File: config.mk
export PLATFORM = sky130hd
export DESIGN_NAME = simd_pwr_seq
export DESIGN_NICKNAME = d
export VERILOG_FILES = /design/src/rtl/simd_pwr_pkg.sv /design/src/rtl/simd_pwr_req_latch.sv /design/src/rtl/simd_pwr_timer.sv /design/src/rtl/simd_pwr_out_dec.sv /design/src/rtl/simd_pwr_seq.sv
export SDC_FILE = /design/constraint.sdc
export NUM_CORES = 1
export LEC_CHECK = 0
export ABC_AREA = 1
export BUFFER_PORTS_ARGS = -buffer_cell sky130_fd_sc_hd__buf_2
export CAP_MARGIN = 20
export CORE_ASPECT_RATIO = 0.75
export CORE_MARGIN = 3
export CORE_UTILIZATION = 53
export CTS_CLUSTER_SIZE = 28
export DETAILED_ROUTE_END_ITERATION = 7
export HOLD_SLACK_MARGIN = 0.05
export PLACE_DENSITY = 0.87
export SLEW_MARGIN = 20
export SYNTH_ARGS = -nofsm -noshare
export SYNTH_HDL_FRONTEND = slang
export SYNTH_SLANG_ARGS = --single-unit
File: constraint.sdc
create_clock -name clk -period 2.4 [get_ports clk]
set_input_delay 0.24 -clock clk [delete_from_list [all_inputs] [get_ports clk]]
set_output_delay 0.24 -clock clk [all_outputs]
set_load 0.05 [all_outputs]
File: src/rtl/simd_pwr_pkg.sv
package simd_pwr_pkg;

    typedef enum logic [2:0] {
        S_OFF,
        S_UP_PWR,
        S_UP_HOLD,
        S_UP_REL,
        S_ON,
        S_DN_DRAIN,
        S_DN_ISO
    } seq_state_e;

    typedef struct packed {
        logic iso_n;
        logic psw_en;
        logic dom_rst;
        logic avail;
    } dom_ctl_t;

    typedef struct packed {
        seq_state_e st;
        logic       err;
    } seq_reg_t;

endpackage

File: src/rtl/simd_pwr_req_latch.sv
module simd_pwr_req_latch (
    input  logic clk,
    input  logic rst,
    input  logic up,
    input  logic dn,
    input  logic clr,
    output logic target
);
    logic target_d, target_q;

    always_comb begin
        target_d = target_q;
        if (up)
            target_d = 1'b1;
        if (dn || clr)
            target_d = 1'b0;
    end

    always_ff @(posedge clk) begin
        if (rst)
            target_q <= 1'b0;
        else
            target_q <= target_d;
    end

    assign target = target_q;
endmodule

File: src/rtl/simd_pwr_timer.sv
module simd_pwr_timer #(
    parameter int W = 8
) (
    input  logic         clk,
    input  logic         rst,
    input  logic         load,
    input  logic [W-1:0] load_val,
    output logic         zero
);
    logic [W-1:0] cnt_d, cnt_q;

    always_comb begin
        cnt_d = cnt_q;
        if (load)
            cnt_d = load_val;
        else if (cnt_q != '0)
            cnt_d = cnt_q - 1'b1;
    end

    always_ff @(posedge clk) begin
        if (rst)
            cnt_q <= '0;
        else
            cnt_q <= cnt_d;
    end

    assign zero = (cnt_q == '0);
endmodule

File: src/rtl/simd_pwr_out_dec.sv
module simd_pwr_out_dec
    import simd_pwr_pkg::*;
(
    input  seq_state_e st,
    output dom_ctl_t   ctl
);
    always_comb begin
        ctl = '{iso_n: 1'b0, psw_en: 1'b0, dom_rst: 1'b1, avail: 1'b0};
        case (st)
            S_UP_PWR, S_UP_HOLD: ctl.psw_en = 1'b1;
            S_UP_REL: begin
                ctl.psw_en = 1'b1;
                ctl.iso_n  = 1'b1;
            end
            S_ON: ctl = '{iso_n: 1'b1, psw_en: 1'b1, dom_rst: 1'b0, avail: 1'b1};
            S_DN_DRAIN: ctl = '{iso_n: 1'b1, psw_en: 1'b1, dom_rst: 1'b0, avail: 1'b0};
            S_DN_ISO: ctl.psw_en = 1'b1;
            default: ;
        endcase
    end
endmodule

File: src/rtl/simd_pwr_seq.sv
module simd_pwr_seq
    import simd_pwr_pkg::*;
#(
    parameter int HOLD_W     = 8,
    parameter int PG_TIMEOUT = 16
) (
    input  logic              clk,
    input  logic              rst,
    input  logic              up_req,
    input  logic              dn_req,
    input  logic              core_in_reset,
    input  logic              cold_por,
    input  logic              sw_unit_off,
    input  logic              pwr_good,
    input  logic [HOLD_W-1:0] rst_hold,
    output logic              iso_n,
    output logic              psw_en,
    output logic              dom_rst,
    output logic              unit_avail,
    output logic              pg_timeout_err
);
    localparam int PG_W  = $clog2(PG_TIMEOUT + 1);
    localparam int TMR_W = (HOLD_W > PG_W) ? HOLD_W : PG_W;
    localparam logic [TMR_W-1:0] PG_LOAD = TMR_W'(PG_TIMEOUT - 1);

    seq_reg_t         r_d, r_q;
    logic             target, tgt_clr, tmr_zero, tmr_load;
    logic [TMR_W-1:0] tmr_val;
    logic             go_down, rst_path;
    dom_ctl_t         ctl;

    simd_pwr_req_latch u_req (
        .clk    (clk),
        .rst    (rst),
        .up     (up_req),
        .dn     (dn_req),
        .clr    (tgt_clr),
        .target (target)
    );

    simd_pwr_timer #(.W(TMR_W)) u_tmr (
        .clk      (clk),
        .rst      (rst),
        .load     (tmr_load),
        .load_val (tmr_val),
        .zero     (tmr_zero)
    );

    always_comb begin
        r_d      = r_q;
        tgt_clr  = 1'b0;
        go_down  = !target || cold_por;
        rst_path = core_in_reset || cold_por;
        case (r_q.st)
            S_OFF:
                if (target && !cold_por)
                    r_d.st = S_UP_PWR;
            S_UP_PWR:
                if (cold_por)
                    r_d.st = S_OFF;
                else if (pwr_good)
                    r_d.st = S_UP_HOLD;
                else if (tmr_zero) begin
                    r_d.st  = S_OFF;
                    r_d.err = 1'b1;
                    tgt_clr = 1'b1;
                end
            S_UP_HOLD:
                if (cold_por)
                    r_d.st = S_OFF;
                else if (!pwr_good)
                    r_d.st = S_UP_PWR;
                else if (tmr_zero)
                    r_d.st = S_UP_REL;
            S_UP_REL:
                r_d.st = S_ON;
            S_ON:
                if (go_down)
                    r_d.st = rst_path ? S_DN_ISO : S_DN_DRAIN;
            S_DN_DRAIN:
                if (sw_unit_off || rst_path)
                    r_d.st = S_DN_ISO;
            S_DN_ISO:
                r_d.st = S_OFF;
            default:
                r_d.st = S_OFF;
        endcase
        tmr_load = (r_d.st != r_q.st);
        tmr_val  = (r_d.st == S_UP_PWR) ? PG_LOAD : TMR_W'(rst_hold);
    end

    always_ff @(posedge clk) begin
        if (rst)
            r_q <= '{st: S_OFF, err: 1'b0};
        else
            r_q <= r_d;
    end

    simd_pwr_out_dec u_dec (
        .st  (r_q.st),
        .ctl (ctl)
    );

    assign iso_n          = ctl.iso_n;
    assign psw_en         = ctl.psw_en;
    assign dom_rst        = ctl.dom_rst;
    assign unit_avail     = ctl.avail;
    assign pg_timeout_err = r_q.err;
endmodule

## After elaboration in Yosys (flattened, before gate mapping)

Cells that the tools add are included.

- Add/subtract/negate cells: 1
- Equal/unequal tests: 8
- Muxes and demuxes: 21
- Bitwise gates (word level): 2
- Reduce and logical (&&, ||, !) cells: 15

Operators with widths:

| operator | number |
|---|---|
| two-way mux 3 bit | 8 |
| two-way mux 8 bit | 3 |
| case mux 3 bit (6 select lines) | 1 |
| == test 3 bit, second input constant | 3 |
| logical NOT 8 bit | 1 |
| nonzero test 8 bit | 1 |
| subtractor 8 x 1 -> 8 bit, second input constant | 1 |
| == test 3 x 1 -> 1 bit, second input constant | 2 |
| == test 3 x 2 -> 1 bit, second input constant | 2 |
| two-way mux 1 bit | 6 |
| OR reduction 6 bit | 1 |
| logical OR 1 bit | 4 |
| two-way mux 4 bit | 1 |
| case mux 2 bit (2 select lines) | 1 |
| AND reduction 4 bit | 1 |
| logical NOT 3 bit | 1 |
| inequality test 3 bit | 1 |
| OR reduction 3 bit | 1 |
| logical NOT 1 bit | 2 |
| two-way mux 2 bit | 1 |
| inverter 1 bit | 2 |
| nonzero test 2 bit | 1 |
| OR reduction 2 bit | 1 |
| logical AND 1 bit | 1 |

- Register bits: 13
- Input bits: 16
- Output and inout bits: 5
- Logic and storage cells: 51

## Logic depth before layout (Yosys ltp)

Gate-level depths: netlist of run 1.

- Depth after elaboration: 8
- Depth in mapped cells: 15
- Mapped depth without buffers: 13

## By module

Synthesis of run 1 repeated with hierarchy kept, for this count alone.

- Cells, all modules: 176
- Area total of the unflattened synthesis: 1,019.7 sq um

Modules (own cells, without submodules):

| module | instances | cells each | area each (sq um) | sequential area each (sq um) |
|---|---|---|---|---|
| simd_pwr_timer | 1 | 70 | 473.0 | 160.2 |
| simd_pwr_seq | 1 | 91 | 461.7 | 80.1 |
| simd_pwr_out_dec | 1 | 9 | 46.3 | 0.0 |
| simd_pwr_req_latch | 1 | 6 | 38.8 | 20.0 |

## Worst setup path before layout of run 1

No wires, ideal clock.

- Kind: flip-flop to flip-flop
- From: register r_q[1] (netlist bit)
- To: register u_tmr.cnt_q[4]
- Library setup time: 0.121 ns
- Arrival: 1.608 ns
- Slack: 0.671 ns
- Stages on the path, launching flop included: 15
- Path buffers: 2
- Period minus slack after synthesis: 1.729 ns
- Cells stage by stage: dfxtp_1 -> buf_6 -> inv_4 -> nand2_4 -> nor2_4 -> nand2_2 -> nand3_2 -> nor2_2 -> nor2_8 -> nand3_4 -> buf_6 -> nand2_1 -> nand2_1 -> inv_1 -> nor2_1

- Longest elaborated chain between the ends: 7

Ends and longest elaborated chain:

| element | line | source |
|---|---|---|
| from (decl) | simd_pwr_seq.sv:26 | `seq_reg_t r_d, r_q;` |
| from (signal assigned) | simd_pwr_seq.sv:94 | `r_q <= '{st: S_OFF, err: 1'b0};` |
| from (signal assigned) | simd_pwr_seq.sv:96 | `r_q <= r_d;` |
| two-way mux 3 bit or two-way mux 4 bit (tied branches) | simd_pwr_seq.sv:73, simd_pwr_seq.sv:63 |  |
| two-way mux 3 bit, on equally long branches | simd_pwr_seq.sv:71, simd_pwr_seq.sv:61 |  |
| two-way mux 3 bit, on equally long branches | simd_pwr_seq.sv:69, simd_pwr_seq.sv:59 |  |
| case mux 3 bit (6 select lines) | simd_pwr_seq.sv:54 | `case (r_q.st)` |
| == test 3 x 1 -> 1 bit | simd_pwr_seq.sv:89 | `tmr_val = (r_d.st == S_UP_PWR) ? PG_LOAD : TMR_W'(rst_hold);` |
| two-way mux 8 bit | simd_pwr_seq.sv:89 |  |
| two-way mux 8 bit | simd_pwr_timer.sv:14 | `if (load)` |
| to (signal assigned) | simd_pwr_timer.sv:24 | `cnt_q <= cnt_d;` |
| to (decl) | simd_pwr_timer.sv:10 | `logic [W-1:0] cnt_d, cnt_q;` |

Several ways; a longest one is shown, not always the timed one.
A chain may end at the register's enable or synchronous reset.

## Final worst setup path of run 1

- From: register u_tmr.cnt_q[0]
- To: register u_tmr.cnt_q[3]

- Longest elaborated chain between the ends: 8

Ends and longest elaborated chain:

| element | line | source |
|---|---|---|
| logical NOT 8 bit | simd_pwr_timer.sv:27 | `assign zero = (cnt_q == '0);` |
| two-way mux 3 bit or two-way mux 4 bit (tied branches) | simd_pwr_seq.sv:73, simd_pwr_seq.sv:63 |  |
| two-way mux 3 bit, on equally long branches | simd_pwr_seq.sv:71, simd_pwr_seq.sv:61 |  |
| two-way mux 3 bit, on equally long branches | simd_pwr_seq.sv:69, simd_pwr_seq.sv:59 |  |
| case mux 3 bit (6 select lines) | simd_pwr_seq.sv:54 |  |
| == test 3 x 1 -> 1 bit | simd_pwr_seq.sv:89 |  |
| two-way mux 8 bit | simd_pwr_seq.sv:89 |  |
| two-way mux 8 bit | simd_pwr_timer.sv:14 |  |

Several ways; a longest one is shown, not always the timed one. The select of a mux whose other input is x is not followed.

==> impl_metrics.py, run 1 <==
metrics = {
    "final_layout": {
        "design_area_um2": 1151,
        "syn2layout_area_growth_pct": 12.88,
        "fill_cells": 147,
        "diodes": 0,
        "layout-drive-gt1-share_pct": 22.95,
        "post-route-util_pct": 64.93,
        "layout.cells.non_filler": 205,
        "layout.nets": 201,
    },
    "detailed_routing": {
        "wl_per_cell_um": 11.09,
        "num_vias": 1072,
        "detail_route.wirelength.met1_mm": 1.084,
        "final_antenna_net_count": 0,
        "drt_pass1_iterations": 4,
        "drt_iter0_markers": 42,
        "route.detailed.drc": 0,
        "wl_met3_um": 176,
        "highest_layer": "met4",
        "drt-total-wl_mm": 2.273,
        "via_per_inst": 5.229,
        "wl_met2_um": 987,
    },
    "synthesis": {
        "netlist.area_leader.share_pct": 25.52,
        "syn-num-nets": 178,
        "syn_avg_cell_area_um2": 6.334,
        "synthTopCellsByArea": "dfxtp_1, nand2_1, nor2_1, inv_1, nand3_1",
        "synth_top_area_cell": "dfxtp_1",
        "syn-instance-count": 161,
        "seq_area_frac_synth_pct": 25.52,
        "syn_area_um2": 1020,
        "synth_cell_types": 29,
        "synth-seq-cells": 13,
        "yosys_warnings": 0,
    },
    "grt": {
        "grt_max_degree": 12,
        "overflow": 0,
        "grt_pass1_wl_mm": 3.732,
        "grt_pass1_vias": 896,
        "track_usage_pct": 19.13,
        "antenna_found_initial": 0,
    },
    "critical_path": {
        "cpMaxStageDelayCell": "dfxtp_1",
        "crit_path_max_fanout": 11,
        "worstSetupPathDepth": 11,
        "cp_num_buf_inv": 2,
        "worstSetupPathType": "reg2reg",
        "start_kind": "flip-flop",
        "reg2reg_depth": 11,
        "crit_required_ps": 2580,
        "endpoint_kind": "flip-flop",
        "critPathArrivalTime_ps": 2120,
        "crit_family": "simple AND/OR/NAND/NOR gates",
        "path_cells": "inv_1 > ha_1 > nand2_1 > nor2_4 > nor2_1 > inv_1 > nand3_2 > nand2_2 > nand3_4 > o21ai_2 > nor2_1",
        "max_stage_delay_ps": 300,
    },
    "floorplan": {
        "die_w_um": 56.65,
        "dieHeight_um": 43.99,
        "rows": 13,
        "die_area_um2": 2492,
        "initial_core_util_pct": 57.52,
        "core_um2": 1773,
        "io_pins": 21,
    },
    "placement": {
        "dp.cells": 201,
        "hpwlAfterDp_mm": 1.880,
        "placed_area_um2": 1125,
        "io_buffers": 20,
        "place_ws_ps": 479.4,
        "gp_congestion": 0.8751,
    },
    "timing": {
        "hold_viol": 0,
        "hold_slack_ps": 121.5,
        "timing.final.crit_share_pct": 81.12,
        "max_slew_margin_pct": 73.39,
        "rsz0062_at_grt": "false",
        "fmax_mhz": 513.6,
        "tightest_slew_ps": 398.5,
        "slew_viol_final": 0,
        "setup_viol": 0,
        "min_period_ps": 1947,
        "worst_slack_ps": 453.0,
        "finClkSkew_ps": 0.6023,
        "fin_tns_setup_ps": 0,
    },
    "pwr": {
        "peakVddDrop_v": 0.0007289,
        "p_leak_nw": 0.6327,
        "p_switching_mw": 0.5375,
        "seqPwrFrac_pct": 30.1,
        "p_sw_share_pct": 46.76,
        "pwr-share-comb_pct": 57.7,
        "intPower_mw": 0.6119,
        "p_clk_share_pct": 12.2,
        "p_total_mw": 1.149,
        "p_per_area_nw_per_um2": 998.5,
    },
    "cts": {
        "post_cts_resized": 0,
        "cts_tree": "built",
        "hold_buffers": 0,
        "clk_pin_slew_worst_paths_ps": 80,
        "cts_max_level": 1,
        "root_buffer": "clkbuf_4",
        "numCtsBuffers": 3,
        "clkLatencyLatePin_ps": 280,
        "cts_setup_buffers": 0,
        "ctsLongestPathBuffers": 2,
        "cts_num_sinks": 13,
    },
    "run_status": {
        "outcome": "finished, final reports clean",
    },
    "worst_hold_path": {
        "hp-class": "in2reg",
        "hold-path-cell-count": 2,
    },
    "run": {
        "cap_violations": 0,
    },
}
## power by group through the flow
| stage | Clock [mW] | Combinational [mW] | Sequential [mW] |
|---|---|---|---|
| after CTS | 0.141 | 0.656 | 0.344 |
| after detailed placement | 0 | 0.653 | 0.349 |
| after global routing | 0.148 | 0.755 | 0.351 |
| after floorplan | 0 | 0.529 | 0.334 |
| final | 0.140 | 0.664 | 0.346 |
| after global placement | 0 | 0.637 | 0.347 |
## registers in the layout (all words and copies together) (netlist names)
name / count
pg_timeout_err: 1
r_q: 3
u_req.target: 1
u_tmr.cnt_q: 8
## final timing paths
| check | startpoint | endpoint | slack [ps] |
|---|---|---|---|
| worst max-delay path | u_tmr.cnt_q[0] | u_tmr.cnt_q[3] | 450 |
| worst min-delay path | dn_req | u_req.target | 120 |
| worst max register to register | u_tmr.cnt_q[0] | u_tmr.cnt_q[3] | 450 |
| worst min register to register | pg_timeout_err | pg_timeout_err | 470 |
## synth_stat cells
library cell   n
or2_2          1
o21ai_1        4
a21boi_0       3
o21ai_2        1
nand3b_1       1
nand3_2        2
nand3_1       11
nor3_1         2
xor2_1         4
nor2_8         1
o21ai_0        4
inv_2          3
nand4_1        2
xnor2_1        1
nor2_1        30
nand2_1       34
inv_1         22
nand2_2        3
nand2_4        1
nand3_4        1
ha_1           1
inv_4          1
a2111oi_0      1
a21oi_1        5
nor2_4         2
nor2_2         3
buf_6          2
dfxtp_1       13
o211ai_1       2
## metal layers
metal,GRT usage [%],vias to the layer above
met5,0,-
met4,5.687,0
met3,4.167,5
met2,30.18,42
met1,26.30,478
li1,-,547
## cells in the final DEF, fill, tap and decap left out, types with 3 or more instances in the layout
master / instances
clkbuf_4: 3
o21ai_1: 4
buf_2: 20
a21boi_0: 3
xor2_1: 4
inv_1: 22
nor2_1: 30
o21ai_0: 4
nand2_1: 34
nand3_1: 11
dfxtp_1: 13
a21oi_1: 5
nand2_2: 3
inv_2: 3
nor2_2: 3
## worst reg2reg max path: stages, from the launching register on
cell,delay (ps)
dfxtp_1,300
inv_1,110
ha_1,250
nand2_1,130
nor2_4,170
nor2_1,80
inv_1,70
nand3_2,160
nand2_2,130
nand3_4,130
o21ai_2,230
nor2_1,80
## cell families (layout without fill, tap and decap cells)
| group | Yosys count | after routing | synth area share (%) |
|---|---|---|---|
| adder cells (fa/ha/maj) | 1 | 1 | 1.227 |
| XOR/XNOR | 5 | 5 | 4.294 |
| buffers and inverters | 28 | 50 | 12.02 |
| AND/OR/NAND/NOR | 94 | 94 | 45.15 |
| flip-flops | 13 | 13 | 25.52 |
| AO/OA/AOI/OAI | 20 | 20 | 11.78 |
## cell type report
type | count | area (um2) | area share, %
clock buffer | 4 | 26.28 | 2.283
timing repair buffer | 20 | 100.1 | 8.696
sequential | 13 | 260.3 | 22.61
inverter | 26 | 100.1 | 8.696
tap | 22 | 27.53 | 2.391
multi-input combinational | 120 | 636.9 | 55.33
No activity file was read; power rests on OpenSTA's default activity.
==> run 2, diff against run 1 <==
Clock period 2.4 ns to 1.8 ns, I/O delays scaled along.
==> impl_metrics.py, run 2 (synthesis gave the netlist of run 1 again) <==
metrics = {
    "pwr": {
        "p_leak_nw": 0.6716,
        "p_sw_share_pct": 46.42,
        "peakVddDrop_v": 0.001189,
        "p_per_area_nw_per_um2": 1384,
        "intPower_mw": 0.9113,
        "p_switching_mw": 0.7897,
        "pwr-share-comb_pct": 63.1,
        "seqPwrFrac_pct": 26.5,
        "p_clk_share_pct": 10.4,
    },
    "grt": {
        "overflow": 0,
        "track_usage_pct": 23.35,
        "grt_pass1_wl_mm": 4.388,
        "grt_pass1_vias": 997,
        "grt_max_degree": 12,
        "antenna_found_initial": 0,
    },
    "detailed_routing": {
        "drt_pass1_iterations": 6,
        "via_per_inst": 5.604,
        "drt_iter0_markers": 83,
        "drt-total-wl_mm": 2.765,
        "route.detailed.drc": 0,
        "num_vias": 1188,
        "final_antenna_net_count": 0,
        "wl_per_cell_um": 13.04,
    },
    "timing": {
        "hold_slack_ps": 61.50,
        "setup_viol": 0,
        "slew_viol_final": 0,
        "tightest_slew_ps": 348.5,
        "max_slew_margin_pct": 76.68,
        "finClkSkew_ps": 6.686,
        "fin_tns_setup_ps": 0,
        "min_period_ps": 1722,
        "hold_viol": 0,
        "fmax_mhz": 580.7,
        "timing.final.crit_share_pct": 95.67,
    },
    "floorplan": {
        "die_area_um2": 2492,
        "core_um2": 1773,
        "initial_core_util_pct": 57.52,
        "dieHeight_um": 43.99,
        "io_pins": 21,
        "rows": 13,
        "die_w_um": 56.65,
    },
    "critical_path": {
        "worstSetupPathType": "reg2reg",
        "reg2reg_depth": 11,
        "crit_path_max_fanout": 11,
        "crit_required_ps": 1970,
        "endpoint_kind": "flip-flop",
        "r2r_start": "r_q[1]",
        "rrSetupSlack_ps": 80,
        "start_kind": "flip-flop",
        "critPathArrivalTime_ps": 1890,
        "r2r_end": "u_tmr.cnt_q[2]",
    },
    "final_layout": {
        "reg.largest.list": "u_tmr.cnt_q x8, r_q x3",
        "layout.nets": 208,
        "diodes": 0,
        "largest_reg_flops": 8,
        "syn2layout_area_growth_pct": 20.49,
        "final_cell_mix": "nand2_1, nor2_1, inv_1, buf_2, nand3_1",
        "final_common_cell": "nand2_1",
        "layout-drive-gt1-share_pct": 29.47,
        "regMostFlops": "u_tmr.cnt_q",
        "post-route-util_pct": 69.30,
        "layout.cells.non_filler": 212,
    },
    "worst_hold_path": {
        "hold-path-cell-count": 2,
        "hp-class": "in2reg",
        "holdPathEnd": "u_req.target",
        "hold_start": "dn_req",
    },
    "cts": {
        "cts_tree": "built",
        "clkLatencyLatePin_ps": 280,
        "hold_buffers": 0,
        "cts_num_sinks": 13,
        "clk_pin_slew_worst_paths_ps": 80,
        "root_buffer": "clkbuf_4",
        "ctsLongestPathBuffers": 2,
        "numCtsBuffers": 3,
        "cts_max_level": 1,
    },
    "run_status": {
        "outcome": "finished, final reports clean",
    },
    "placement": {
        "dp.cells": 207,
        "io_buffers": 20,
        "hpwlAfterDp_mm": 2.150,
        "gp_congestion": 0.9105,
    },
    "run": {
        "cap_violations": 0,
    },
}
run 2: cell types whose count changed in the layout (fill, tap and decap cells not counted), sizes merged:
cell	before	now
buf	20	27
run 2: timing repair:
item,4_1_cts,5_1_grt
pin swaps,0,2
setup endpoints to repair,5,10
buffers inserted,0,1
gates resized for setup,1,11
run 2: stage by stage:
step           setup slack [ps]  instance area, um2  total power [mW]
3_5_place_dp             -10.52                1170             1.442
6_report                  77.92                1229             1.701
4_1_cts                   58.13                1197             1.622
2_1_floorplan             71.37                1020             1.150
3_3_place_gp              89.24                1170             1.423
5_1_grt                  -11.37                1229             1.862
run 2: metal layers:
metal  part of all wire, %  global-route usage (%)
met1                    42                   31.13
met2                    43                   38.02
met3                    11                   5.655
met4                   3.8                   6.161
met5                     0                       0
run 2: layout make-up:
| cell class | count | area [um2] |
|---|---|---|
| Clock buffer | 4 | 26.28 |
| Sequential cell | 13 | 264.0 |
| Fill cell | 136 | 544.3 |
| Timing Repair Buffer | 27 | 152.6 |
| Multi-Input combinational cell | 120 | 655.6 |
| Inverter | 26 | 102.6 |
| Tap cell | 22 | 27.53 |
run 2: worst max path at each step:
stage                     slack (ps)      startpoint              to
after CTS                         60  u_tmr.cnt_q[1]  u_tmr.cnt_q[7]
after detailed placement         -10          r_q[1]  u_tmr.cnt_q[6]
after global placement            90          r_q[1]  u_tmr.cnt_q[3]
final                             80          r_q[1]  u_tmr.cnt_q[2]
after floorplan                   70          r_q[1]  u_tmr.cnt_q[4]
after global routing             -10  u_tmr.cnt_q[1]  u_tmr.cnt_q[4]
run 2: power groups by stage:
| stage | logic (mW) | clock network [mW] | registers [mW] |
|---|---|---|---|
| after floorplan | 0.705 | 0 | 0.445 |
| after global placement | 0.978 | 0 | 0.445 |
| after detailed placement | 0.994 | 0 | 0.449 |
| after CTS | 0.999 | 0.181 | 0.442 |
| after global routing | 1.21 | 0.197 | 0.457 |
| final | 1.07 | 0.177 | 0.451 |
run 2: critical path, stage by stage, from the launching register on:
cell and delay, ps:
dfxtp_2 460, inv_4 80, nand2_4 90, nor2_4 50, nand2_2 80, nand3_2 120, nand2_1 120, inv_2 70
nor2_8 130, nand3_4 160, o21ai_4 200, nor2_1 70
